`config.mk`:
```
export PLATFORM = sky130hd
export DESIGN_NAME = usb_frame_ctrl
export DESIGN_NICKNAME = d
export VERILOG_FILES = /design/src/rtl/usb_fc_pkg.sv /design/src/rtl/usb_fc_regs.sv /design/src/rtl/usb_fc_status.sv /design/src/rtl/usb_fc_frame.sv /design/src/rtl/usb_frame_ctrl.sv
export SDC_FILE = /design/constraint.sdc
export NUM_CORES = 1
export LEC_CHECK = 0
export CORE_MARGIN = 3
export CORE_UTILIZATION = 45
export DETAILED_ROUTE_END_ITERATION = 12
export PLACE_DENSITY_LB_ADDON = 0.3
export REMOVE_ABC_BUFFERS = 1
export SLEW_MARGIN = 20
export SYNTH_ARGS = -nofsm -noshare
export SYNTH_HDL_FRONTEND = slang
export SYNTH_SLANG_ARGS = --single-unit
```
`constraint.sdc`:
```
create_clock -name clk_i -period 3 [get_ports clk_i]
set_input_delay 0.6 -clock clk_i [delete_from_list [all_inputs] [get_ports clk_i]]
set_output_delay 0.6 -clock clk_i [all_outputs]
set_load 0.01 [all_outputs]
```
`src/rtl/usb_fc_pkg.sv`:
```
package usb_fc_pkg;
  localparam int unsigned ADDR_W  = 4;
  localparam int unsigned DATA_W  = 16;
  localparam int unsigned IDX_W   = 11;
  localparam int unsigned TRIM_W  = 7;
  localparam int unsigned EVT_W   = 5;
  localparam int unsigned EN_W    = 4;
  localparam logic [TRIM_W-1:0] TRIM_DEF = 7'd64;

  localparam logic [ADDR_W-1:0] OFS_CMD     = 4'h0;
  localparam logic [ADDR_W-1:0] OFS_STS     = 4'h2;
  localparam logic [ADDR_W-1:0] OFS_EN      = 4'h4;
  localparam logic [ADDR_W-1:0] OFS_FRNUM   = 4'h6;
  localparam logic [ADDR_W-1:0] OFS_BASE_LO = 4'h8;
  localparam logic [ADDR_W-1:0] OFS_BASE_HI = 4'hA;
  localparam logic [ADDR_W-1:0] OFS_TRIM    = 4'hC;

  localparam int unsigned CMD_RUN  = 0;
  localparam int unsigned CMD_HCRST = 1;

  // enable bit positions
  localparam int unsigned EN_TOCRC  = 0;
  localparam int unsigned EN_RESUME = 1;
  localparam int unsigned EN_IOC    = 2;
  localparam int unsigned EN_SHORT  = 3;
endpackage

```
`src/rtl/usb_fc_regs.sv`:
```
module usb_fc_regs
  import usb_fc_pkg::*;
(
  input  logic              clk_i,
  input  logic              rst_ni,
  input  logic              wr_i,
  input  logic [ADDR_W-1:0] addr_i,
  input  logic [DATA_W-1:0] wdata_i,
  output logic              hc_rst_o,
  output logic [7:0]        cmd_o,
  output logic [EN_W-1:0]   en_o,
  output logic [31:0]       base_o,
  output logic [TRIM_W-1:0] trim_o
);
  logic [7:0]        cmd_q;
  logic [EN_W-1:0]   en_q;
  logic [3:0]        base_lo_q;
  logic [15:0]       base_hi_q;
  logic [TRIM_W-1:0] trim_q;

  assign hc_rst_o = wr_i && (addr_i == OFS_CMD) && wdata_i[CMD_HCRST];

  always_ff @(posedge clk_i or negedge rst_ni) begin
    if (!rst_ni) begin
      cmd_q     <= '0;
      en_q      <= '0;
      base_lo_q <= '0;
      base_hi_q <= '0;
      trim_q    <= TRIM_DEF;
    end else begin
      if (cmd_q[CMD_HCRST]) cmd_q[CMD_HCRST] <= 1'b0;
      if (hc_rst_o) begin
        cmd_q     <= 8'h02;
        en_q      <= '0;
        base_lo_q <= '0;
        base_hi_q <= '0;
        trim_q    <= TRIM_DEF;
      end else if (wr_i) begin
        unique case (addr_i)
          OFS_CMD:     cmd_q     <= {wdata_i[7:2], 1'b0, wdata_i[0]};
          OFS_EN:      en_q      <= wdata_i[EN_W-1:0];
          OFS_BASE_LO: base_lo_q <= wdata_i[15:12];
          OFS_BASE_HI: base_hi_q <= wdata_i;
          OFS_TRIM:    trim_q    <= wdata_i[TRIM_W-1:0];
          default: ;
        endcase
      end
    end
  end

  assign cmd_o  = cmd_q;
  assign en_o   = en_q;
  assign base_o = {base_hi_q, base_lo_q, 12'h000};
  assign trim_o = trim_q;
endmodule

```
`src/rtl/usb_fc_status.sv`:
```
module usb_fc_status
  import usb_fc_pkg::*;
(
  input  logic             clk_i,
  input  logic             rst_ni,
  input  logic             hc_rst_i,
  input  logic             run_i,
  input  logic [EVT_W-1:0] evt_i,
  input  logic             clr_wr_i,
  input  logic [EVT_W-1:0] clr_mask_i,
  input  logic [EN_W-1:0]  en_i,
  output logic [5:0]       sts_o,
  output logic             irq_o
);
  logic [EVT_W-1:0] flag_q;
  logic             halted_q;
  logic [EVT_W-1:0] clr;

  assign clr = clr_wr_i ? clr_mask_i : '0;

  always_ff @(posedge clk_i or negedge rst_ni) begin
    if (!rst_ni) begin
      flag_q   <= '0;
      halted_q <= 1'b1;
    end else if (hc_rst_i) begin
      flag_q   <= '0;
      halted_q <= 1'b1;
    end else begin
      flag_q   <= (flag_q & ~clr) | evt_i;  // event beats clear
      halted_q <= ~run_i;
    end
  end

  assign sts_o = {halted_q, flag_q};
  assign irq_o = (flag_q[0] & (en_i[EN_IOC] | en_i[EN_SHORT]))
               | (flag_q[1] & en_i[EN_TOCRC])
               | (flag_q[2] & en_i[EN_RESUME]);
endmodule

```
`src/rtl/usb_fc_frame.sv`:
```
module usb_fc_frame
  import usb_fc_pkg::*;
#(
  parameter int unsigned BASE_CNT = 11936
) (
  input  logic              clk_i,
  input  logic              rst_ni,
  input  logic              hc_rst_i,
  input  logic              run_i,
  input  logic [TRIM_W-1:0] trim_i,
  input  logic              idx_wr_i,
  input  logic [IDX_W-1:0]  idx_wdata_i,
  output logic [IDX_W-1:0]  idx_o,
  output logic              sof_o
);
  localparam int unsigned MAX_PER = BASE_CNT + (1 << TRIM_W) - 1;
  localparam int unsigned CNT_W   = $clog2(MAX_PER + 1);

  logic [CNT_W-1:0] cnt_q;
  logic [CNT_W-1:0] last;
  logic [IDX_W-1:0] idx_q;
  logic             sof_q;
  logic             tick;

  assign last = CNT_W'(BASE_CNT) + CNT_W'(trim_i) - CNT_W'(1);
  // >= keeps a shortened period from overrunning the counter
  assign tick = run_i && (cnt_q >= last);

  always_ff @(posedge clk_i or negedge rst_ni) begin
    if (!rst_ni) begin
      cnt_q <= '0;
      idx_q <= '0;
      sof_q <= 1'b0;
    end else if (hc_rst_i) begin
      cnt_q <= '0;
      idx_q <= '0;
      sof_q <= 1'b0;
    end else begin
      sof_q <= tick;
      if (!run_i || tick) cnt_q <= '0;
      else                cnt_q <= cnt_q + CNT_W'(1);
      if (idx_wr_i)  idx_q <= idx_wdata_i;
      else if (tick) idx_q <= idx_q + IDX_W'(1);
    end
  end

  assign idx_o = idx_q;
  assign sof_o = sof_q;
endmodule

```
`src/rtl/usb_frame_ctrl.sv`:
```
module usb_frame_ctrl
  import usb_fc_pkg::*;
#(
  parameter int unsigned BASE_CNT = 11936
) (
  input  logic              clk_i,
  input  logic              rst_ni,
  input  logic [ADDR_W-1:0] bus_addr_i,
  input  logic              bus_wr_i,
  input  logic [DATA_W-1:0] bus_wdata_i,
  output logic [DATA_W-1:0] bus_rdata_o,
  input  logic [EVT_W-1:0]  evt_i,
  output logic              irq_o,
  output logic              sof_o
);
  logic              hc_rst;
  logic [7:0]        cmd_w;
  logic [EN_W-1:0]   en_w;
  logic [31:0]       base_w;
  logic [TRIM_W-1:0] trim_w;
  logic [5:0]        sts_w;
  logic [IDX_W-1:0]  idx_w;
  logic              sts_wr;
  logic              idx_wr;

  assign sts_wr = bus_wr_i && (bus_addr_i == OFS_STS);
  assign idx_wr = bus_wr_i && (bus_addr_i == OFS_FRNUM);

  usb_fc_regs u_regs (
    .clk_i    (clk_i),
    .rst_ni   (rst_ni),
    .wr_i     (bus_wr_i),
    .addr_i   (bus_addr_i),
    .wdata_i  (bus_wdata_i),
    .hc_rst_o (hc_rst),
    .cmd_o    (cmd_w),
    .en_o     (en_w),
    .base_o   (base_w),
    .trim_o   (trim_w)
  );

  usb_fc_status u_status (
    .clk_i      (clk_i),
    .rst_ni     (rst_ni),
    .hc_rst_i   (hc_rst),
    .run_i      (cmd_w[CMD_RUN]),
    .evt_i      (evt_i),
    .clr_wr_i   (sts_wr),
    .clr_mask_i (bus_wdata_i[EVT_W-1:0]),
    .en_i       (en_w),
    .sts_o      (sts_w),
    .irq_o      (irq_o)
  );

  usb_fc_frame #(.BASE_CNT(BASE_CNT)) u_frame (
    .clk_i       (clk_i),
    .rst_ni      (rst_ni),
    .hc_rst_i    (hc_rst),
    .run_i       (cmd_w[CMD_RUN]),
    .trim_i      (trim_w),
    .idx_wr_i    (idx_wr),
    .idx_wdata_i (bus_wdata_i[IDX_W-1:0]),
    .idx_o       (idx_w),
    .sof_o       (sof_o)
  );

  always_comb begin
    unique case (bus_addr_i)
      OFS_CMD:     bus_rdata_o = DATA_W'(cmd_w);
      OFS_STS:     bus_rdata_o = DATA_W'(sts_w);
      OFS_EN:      bus_rdata_o = DATA_W'(en_w);
      OFS_FRNUM:   bus_rdata_o = DATA_W'(idx_w);
      OFS_BASE_LO: bus_rdata_o = base_w[15:0];
      OFS_BASE_HI: bus_rdata_o = base_w[31:16];
      OFS_TRIM:    bus_rdata_o = DATA_W'(trim_w);
      default:     bus_rdata_o = '0;
    endcase
  end
endmodule

```
==> results of run 1 <==
-- cells in the final DEF (no fill, tap or decap), types with 3 or more instances in the layout --
cell,Yosys,routed
sky130_fd_sc_hd__nand2_1,79,79
sky130_fd_sc_hd__and2_1,5,4
sky130_fd_sc_hd__inv_1,13,13
sky130_fd_sc_hd__a21oi_1,44,44
sky130_fd_sc_hd__dlygate4sd2_1,0,10
sky130_fd_sc_hd__mux2i_1,18,18
sky130_fd_sc_hd__a22o_1,3,3
sky130_fd_sc_hd__ha_1,12,12
sky130_fd_sc_hd__a221o_1,3,3
sky130_fd_sc_hd__xor2_1,8,8
sky130_fd_sc_hd__a22oi_1,5,5
sky130_fd_sc_hd__o22ai_1,5,5
sky130_fd_sc_hd__nand3_1,18,18
sky130_fd_sc_hd__nor2_1,47,46
sky130_fd_sc_hd__dfrtp_1,69,69
sky130_fd_sc_hd__xnor2_1,18,18
sky130_fd_sc_hd__clkdlybuf4s50_1,0,34
sky130_fd_sc_hd__nand2b_1,4,4
sky130_fd_sc_hd__clkbuf_8,0,9
sky130_fd_sc_hd__o31ai_1,4,4
sky130_fd_sc_hd__a21oi_2,9,9
sky130_fd_sc_hd__o21ai_0,20,20
sky130_fd_sc_hd__nand4_1,8,8
sky130_fd_sc_hd__buf_4,5,23
sky130_fd_sc_hd__and3_1,8,8
-- power breakdown --
group	total, uW	internal [uW]	switching [uW]	leakage [uW]
sequential	1250	1100	148	0.000894
combinational	543	267	276	0.00114
clock	736	378	358	0.0000892
-- what timing repair did --
item                       in CTS  in global routing
setup endpoints to repair      12                 16
gates resized for setup        14                  3
cloned                          0                  0
buffers inserted                1                  0
-- critical path, cell delays in order --
cell                              delay [ns]
sky130_fd_sc_hd__dlygate4sd2_1          0.32
sky130_fd_sc_hd__buf_6                  0.20
sky130_fd_sc_hd__mux2i_1                0.26
sky130_fd_sc_hd__o22ai_1                0.14
sky130_fd_sc_hd__a221o_1                0.30
sky130_fd_sc_hd__clkdlybuf4s50_1        0.49
-- sequential cells by signal, summed over array words and instances (netlist names), 4 cells and up --
| name | count |
|---|---|
| u_frame.cnt_q | 14 |
| u_frame.idx_o | 11 |
| u_regs.base_hi_q | 16 |
| u_regs.base_lo_q | 4 |
| u_regs.cmd_o | 8 |
| u_regs.en_o | 4 |
| u_regs.trim_o | 7 |
| u_status.flag_q | 5 |
-- stage by stage --
stage	hold slack, ns	setup TNS [ns]	setup WS, ns	util (%)
floorplan	0.304	-12.89	-0.601	-
global placement	0.468	-0.824	-0.0834	55.4
detailed placement	0.476	-1.13	-0.191	55.4
CTS	0.322	0	0.0809	57.6
global route	0.355	0	0.0130	57.8
finish	0.306	0	0.0873	57.8
-- layout make-up --
class	count	area [sq um]	share of cell area, %
multi-input combinational	340	2080	42.6
inverter	14	52.6	1.07
timing repair buffer	72	668	13.7
tap	105	131	2.69
clock inverter	4	47.5	0.972
sequential	71	1780	36.4
clock buffer	11	131	2.69
-- per-layer routing --
metal | GRT usage [%] | share of wire [%] | wire [microns] | up-vias
li1 | - | - | - | 1655
met5 | 0 | 0 | 0 | -
met1 | 30.7 | 46 | 4750 | 1657
met4 | 7.67 | 1.7 | 172 | 0
met2 | 33.6 | 46 | 4790 | 118
met3 | 2.91 | 5.9 | 607 | 13
-- worst paths after layout --
check | end | slack, ns | depth (start not counted)
max | bus_rdata_o[3] | 0.09 | 6
min | u_frame.cnt_q[10] | 0.31 | 1
max reg2reg | u_frame.idx_o[1] | 0.24 | 14
min reg2reg | u_regs.cmd_o[5] | 0.49 | 2
max in group asynchronous | u_regs.cmd_o[2] | 1.86 | 3
min in group clk_i | u_regs.cmd_o[5] | 0.49 | 2
-- cells by family after synthesis --
| kind of cell | share of synthesized area (%) |
|---|---|
| XOR/XNOR | 5.66 |
| AO/OA/AOI/OAI | 15.5 |
| flip-flops | 44.2 |
| AND/OR/NAND/NOR | 21.2 |
| buffers and inverters | 4.88 |
| multiplexers | 4.76 |
| adder cells (fa/ha/maj) | 3.73 |
==> flow_summary.json, run 1 <==
{
  "run_status": "completed",
  "num_vias": 3443,
  "via_per_inst": 5.58,
  "antenna_cells_inserted": 0,
  "final_min_period_over_clock_period_pct": 97.1,
  "placedInstanceArea_sq_um": 4690,
  "finalCriticalPeriod_ns": 2.91,
  "synth_edf_count": 0,
  "placement.io_buffers": 45,
  "seq_area_frac_synth_pct": 44.2,
  "grt_pass1_wl_microns": 17200,
  "crit_path_end_kind": "output port",
  "place.gp.congestion": 0.936,
  "root_buffer": "sky130_fd_sc_hd__clkbuf_8",
  "route.detailed.drc": 0,
  "initial_core_util_pct": 47.5,
  "grt_start_max_net_pins": 34,
  "slew_viol_final": 0,
  "numClockSinks": 71,
  "cts_max_path_buffers": 2,
  "drt-initial-drc-count": 251,
  "final.setup_skew_ns": 0.0104,
  "final_nets": 548,
  "routed_wl_microns": 10300,
  "detailed_place_hpwl_microns": 7690,
  "gr-total-overflow": 0,
  "cts_made_buffers": 9,
  "synthTopCellsByArea": "sky130_fd_sc_hd__dfrtp_1, sky130_fd_sc_hd__nand2_1, sky130_fd_sc_hd__a21oi_1",
  "worst_slew_pin_slew_ns": 0.731,
  "worstPathArrival_ns": 2.31,
  "synth.cell_area_sq_um": 4020,
  "grt.total_usage_pct": 21.5,
  "full_die_area_sq_um": 10100,
  "critical_path_source_type": "input port",
  "proportion_of_layout_cells_with_a_drive_suffix_above_1_pct": 13.3,
  "synth_cell_type_count": 47,
  "drt_pass1_iterations": 5,
  "critPathLaunch": "bus_addr_i[3]",
  "ioPinCount": 46,
  "grt_pass1_vias": 3497,
  "synth_most_common_cell": "sky130_fd_sc_hd__nand2_1",
  "hold_path_class": "input port to asynchronous set/reset pin",
  "hold_violations": 0,
  "cp.required_ns": 2.40,
  "rsz0062_at_grt": "false",
  "layout.filler_cells": 766,
  "post_synth_inst_count": 449,
  "max_slew_margin_pct": 51.3,
  "synth_common_cells": "sky130_fd_sc_hd__nand2_1, sky130_fd_sc_hd__dfrtp_1, sky130_fd_sc_hd__nor2_1",
  "number_of_antenna_violations_at_the_first_check_in_global_routing": 0,
  "largest_voltage_drop_on_the_vdd_net_v": 0.000327,
  "placed_cells": 601,
  "timing.final.setup_violations": 0,
  "die_y_microns": 101,
  "ys.flop_type": "sky130_fd_sc_hd__dfrtp_1",
  "fin_total_pwr_uw": 2530,
  "cap_violations": 0,
  "tritoncts": "yes",
  "r2r-start": "u_regs.trim_o[0]",
  "htree_levels": 3,
  "crit_path_max_fanout": 11,
  "antenna_left": 0,
  "register_bit_total_from_synthesis": 71,
  "mean_syn_cell_area_sq_um": 8.96,
  "placementRows": 33,
  "cellLeakagePower_uw": 0.00212,
  "async_flop_share_pct": 100,
  "yosys_warnings": 0,
  "clock_slew_at_the_register_clock_pins_of_the_worst_setup_and_hold_paths_ns": 0.08,
  "power.density_nw_per_um2": 517,
  "yosys_top_cell_area_share_pct": 42.9,
  "clkLatencyLatePin_ns": 0.35,
  "die_w_microns": 101,
  "post_drt_wl_per_cell_microns": 16.7,
  "achievable-frequency_mhz": 343,
  "finish.instance_area_sq_um": 4890,
  "finish.cell_count_without_fillers": 617,
  "areaGrowthSynthToFinish_pct": 21.6,
  "placeableCoreArea_sq_um": 8460,
  "postCtsHoldBufs": 0,
  "worstSetupPathType": "input port to output port",
  "synth_area_leader": "sky130_fd_sc_hd__dfrtp_1"
}
No activity file was read; power rests on OpenSTA's default activity.
==> inputs of run 2 (changes only) <==
Settings changed: CELL_PAD_IN_SITES_DETAIL_PLACEMENT set to 0, CELL_PAD_IN_SITES_GLOBAL_PLACEMENT set to 1, CORE_UTILIZATION 45 to 43, TNS_END_PERCENT set to 20.
==> flow_summary.json, run 2 (same netlist as run 1, synthesis figures left out) <==
{
  "total_switching_power_uw": 777,
  "areaGrowthSynthToFinish_pct": 23.0,
  "grt.total_usage_pct": 21.5,
  "timing.final.setup_violations": 0,
  "full_die_area_sq_um": 10600,
  "drt-initial-drc-count": 236,
  "power.share.sequential_pct": 47.6,
  "num_vias": 3440,
  "run_status": "completed",
  "worstPathArrival_ns": 2.31,
  "postLayoutCoreUtil_pct": 55.7,
  "finalCriticalPeriod_ns": 2.91,
  "slew_viol_final": 0,
  "postCtsHoldBufs": 0,
  "die_w_microns": 103,
  "achievable-frequency_mhz": 344,
  "clock_power_share_pct": 32.4,
  "route.detailed.drc": 0,
  "drt_pass1_iterations": 5,
  "cp.required_ns": 2.40,
  "die_y_microns": 103,
  "routed_wl_microns": 10400,
  "placementRows": 34,
  "place.gp.congestion": 0.916,
  "cap_violations": 0,
  "crit_path_end_kind": "output port",
  "placement.io_buffers": 45,
  "number_of_antenna_violations_at_the_first_check_in_global_routing": 0,
  "grt_start_max_net_pins": 72,
  "largest_voltage_drop_on_the_vdd_net_v": 0.000258,
  "final.setup_skew_ns": 0.0128,
  "max_slew_margin_pct": 38.7,
  "power.density_nw_per_um2": 531,
  "root_buffer": "sky130_fd_sc_hd__clkbuf_8",
  "critical_path_source_type": "input port",
  "post_drt_wl_per_cell_microns": 16.6,
  "crit_path_max_fanout": 6,
  "setup_ws_ns": 0.0914,
  "final_nets": 553,
  "cellLeakagePower_uw": 0.00220,
  "numClockSinks": 71,
  "pre_cts_slack_ns": -0.245,
  "swShare_pct": 29.6,
  "hold_path_class": "input port to asynchronous set/reset pin",
  "proportion_of_layout_cells_with_a_drive_suffix_above_1_pct": 14.3,
  "antenna_cells_inserted": 0,
  "largest_register_ff_count": 16,
  "final_cell_mix": "sky130_fd_sc_hd__nand2_1, sky130_fd_sc_hd__dfrtp_1, sky130_fd_sc_hd__nor2_1",
  "worstSetupPathType": "input port to output port",
  "initial_core_util_pct": 45.2,
  "largest-register": "u_regs.base_hi_q",
  "p_comb_share_pct": 20.0,
  "antenna_left": 0,
  "htree_levels": 3,
  "via_per_inst": 5.50,
  "cts_max_path_buffers": 2,
  "detailed_place_hpwl_microns": 7510,
  "most_common_cell_after_layout_fill_and_taps_aside": "sky130_fd_sc_hd__nand2_1",
  "final_min_period_over_clock_period_pct": 97.0,
  "hold_violations": 0,
  "internal_power_uw": 1850,
  "grt_pass1_wl_microns": 17400,
  "layout.filler_cells": 838,
  "clkLatencyLatePin_ns": 0.36,
  "placeableCoreArea_sq_um": 8890,
  "ioPinCount": 46,
  "gr-total-overflow": 0,
  "worst_slew_pin_slew_ns": 0.920,
  "grt_pass1_vias": 3300,
  "tritoncts": "yes",
  "clock_slew_at_the_register_clock_pins_of_the_worst_setup_and_hold_paths_ns": 0.07,
  "cts_made_buffers": 9
}
==> run 2: final cells by class <==
| cell class | count | area (sq um) | area share [%] |
|---|---|---|---|
| clock buffers | 12 | 145 | 2.93 |
| flip-flops and latches | 71 | 1780 | 36.0 |
| clock inverters | 4 | 70.1 | 1.42 |
| repair buffers | 77 | 688 | 13.9 |
| inverters | 14 | 52.6 | 1.06 |
| multi-input cells | 340 | 2080 | 42.0 |
| well taps | 108 | 135 | 2.73 |
==> run 2: worst max-delay path: stages <==
cell and delay, ns:
sky130_fd_sc_hd__clkdlybuf4s50_1 0.52, sky130_fd_sc_hd__buf_4 0.16, sky130_fd_sc_hd__nor4_4 0.04, sky130_fd_sc_hd__buf_4 0.17, sky130_fd_sc_hd__a222oi_1 0.36, sky130_fd_sc_hd__o31ai_1 0.15
sky130_fd_sc_hd__dlygate4sd2_1 0.31
==> run 2: power groups by stage <==
| stage | Combinational (uW) | Sequential [uW] | Clock (uW) |
|---|---|---|---|
| 6_report | 525 | 1250 | 852 |
| 5_1_grt | 596 | 1270 | 913 |
| 4_1_cts | 529 | 1250 | 873 |
| 3_5_place_dp | 530 | 1260 | 0 |
| 3_3_place_gp | 516 | 1260 | 0 |
| 2_1_floorplan | 326 | 1210 | 0 |
==> run 2: stage by stage <==
| step | setup TNS, ns | instance area (sq um) | hold slack [ns] | power [uW] | std cells |
|---|---|---|---|---|---|
| 2_1_floorplan | -12.89 | 3880 | 0.304 | 1540 | 425 |
| 3_3_place_gp | -1.40 | 4720 | 0.467 | 1780 | 609 |
| 3_5_place_dp | -1.84 | 4720 | 0.477 | 1790 | 609 |
| 4_1_cts | 0 | 4930 | 0.495 | 2650 | 626 |
| 5_1_grt | -0.0215 | 4950 | 0.526 | 2780 | 626 |
| 6_report | 0 | 4950 | 0.465 | 2630 | 626 |
==> run 2: routing by layer <==
layer  track usage (%)  routed length (microns)  part of all wire, %  up-vias
li1                  -                        -                    -     1678
met3              5.41                      628                  6.0       18
met2              30.8                     4490                   43       99
met4              6.16                      165                  1.6        0
met5                 0                        0                    0        -
met1              32.0                     5130                   49     1645
==> run 2: worst paths after layout <==
path	cells after the start	startpoint	endpoint	slack, ns
worst max-delay path	7	bus_addr_i[0]	bus_rdata_o[0]	0.09
max in group asynchronous	2	rst_ni	u_regs.base_hi_q[2]	1.94
worst max register to register	11	u_regs.trim_o[0]	u_frame.idx_o[2]	0.18
min in group clk_i	2	u_regs.cmd_o[6]	u_regs.cmd_o[6]	0.49
worst min-delay path	2	rst_ni	u_frame.cnt_q[9]	0.46
worst min register to register	2	u_regs.cmd_o[6]	u_regs.cmd_o[6]	0.49
==> run 2: timing repair <==
| item | in CTS | in global routing |
|---|---|---|
| pin swaps | 1 | 0 |
| buffers inserted | 1 | 0 |
| endpoints found under the setup margin | 12 | 27 |
| resized for setup | 15 | 4 |
| cloned | 0 | 0 |
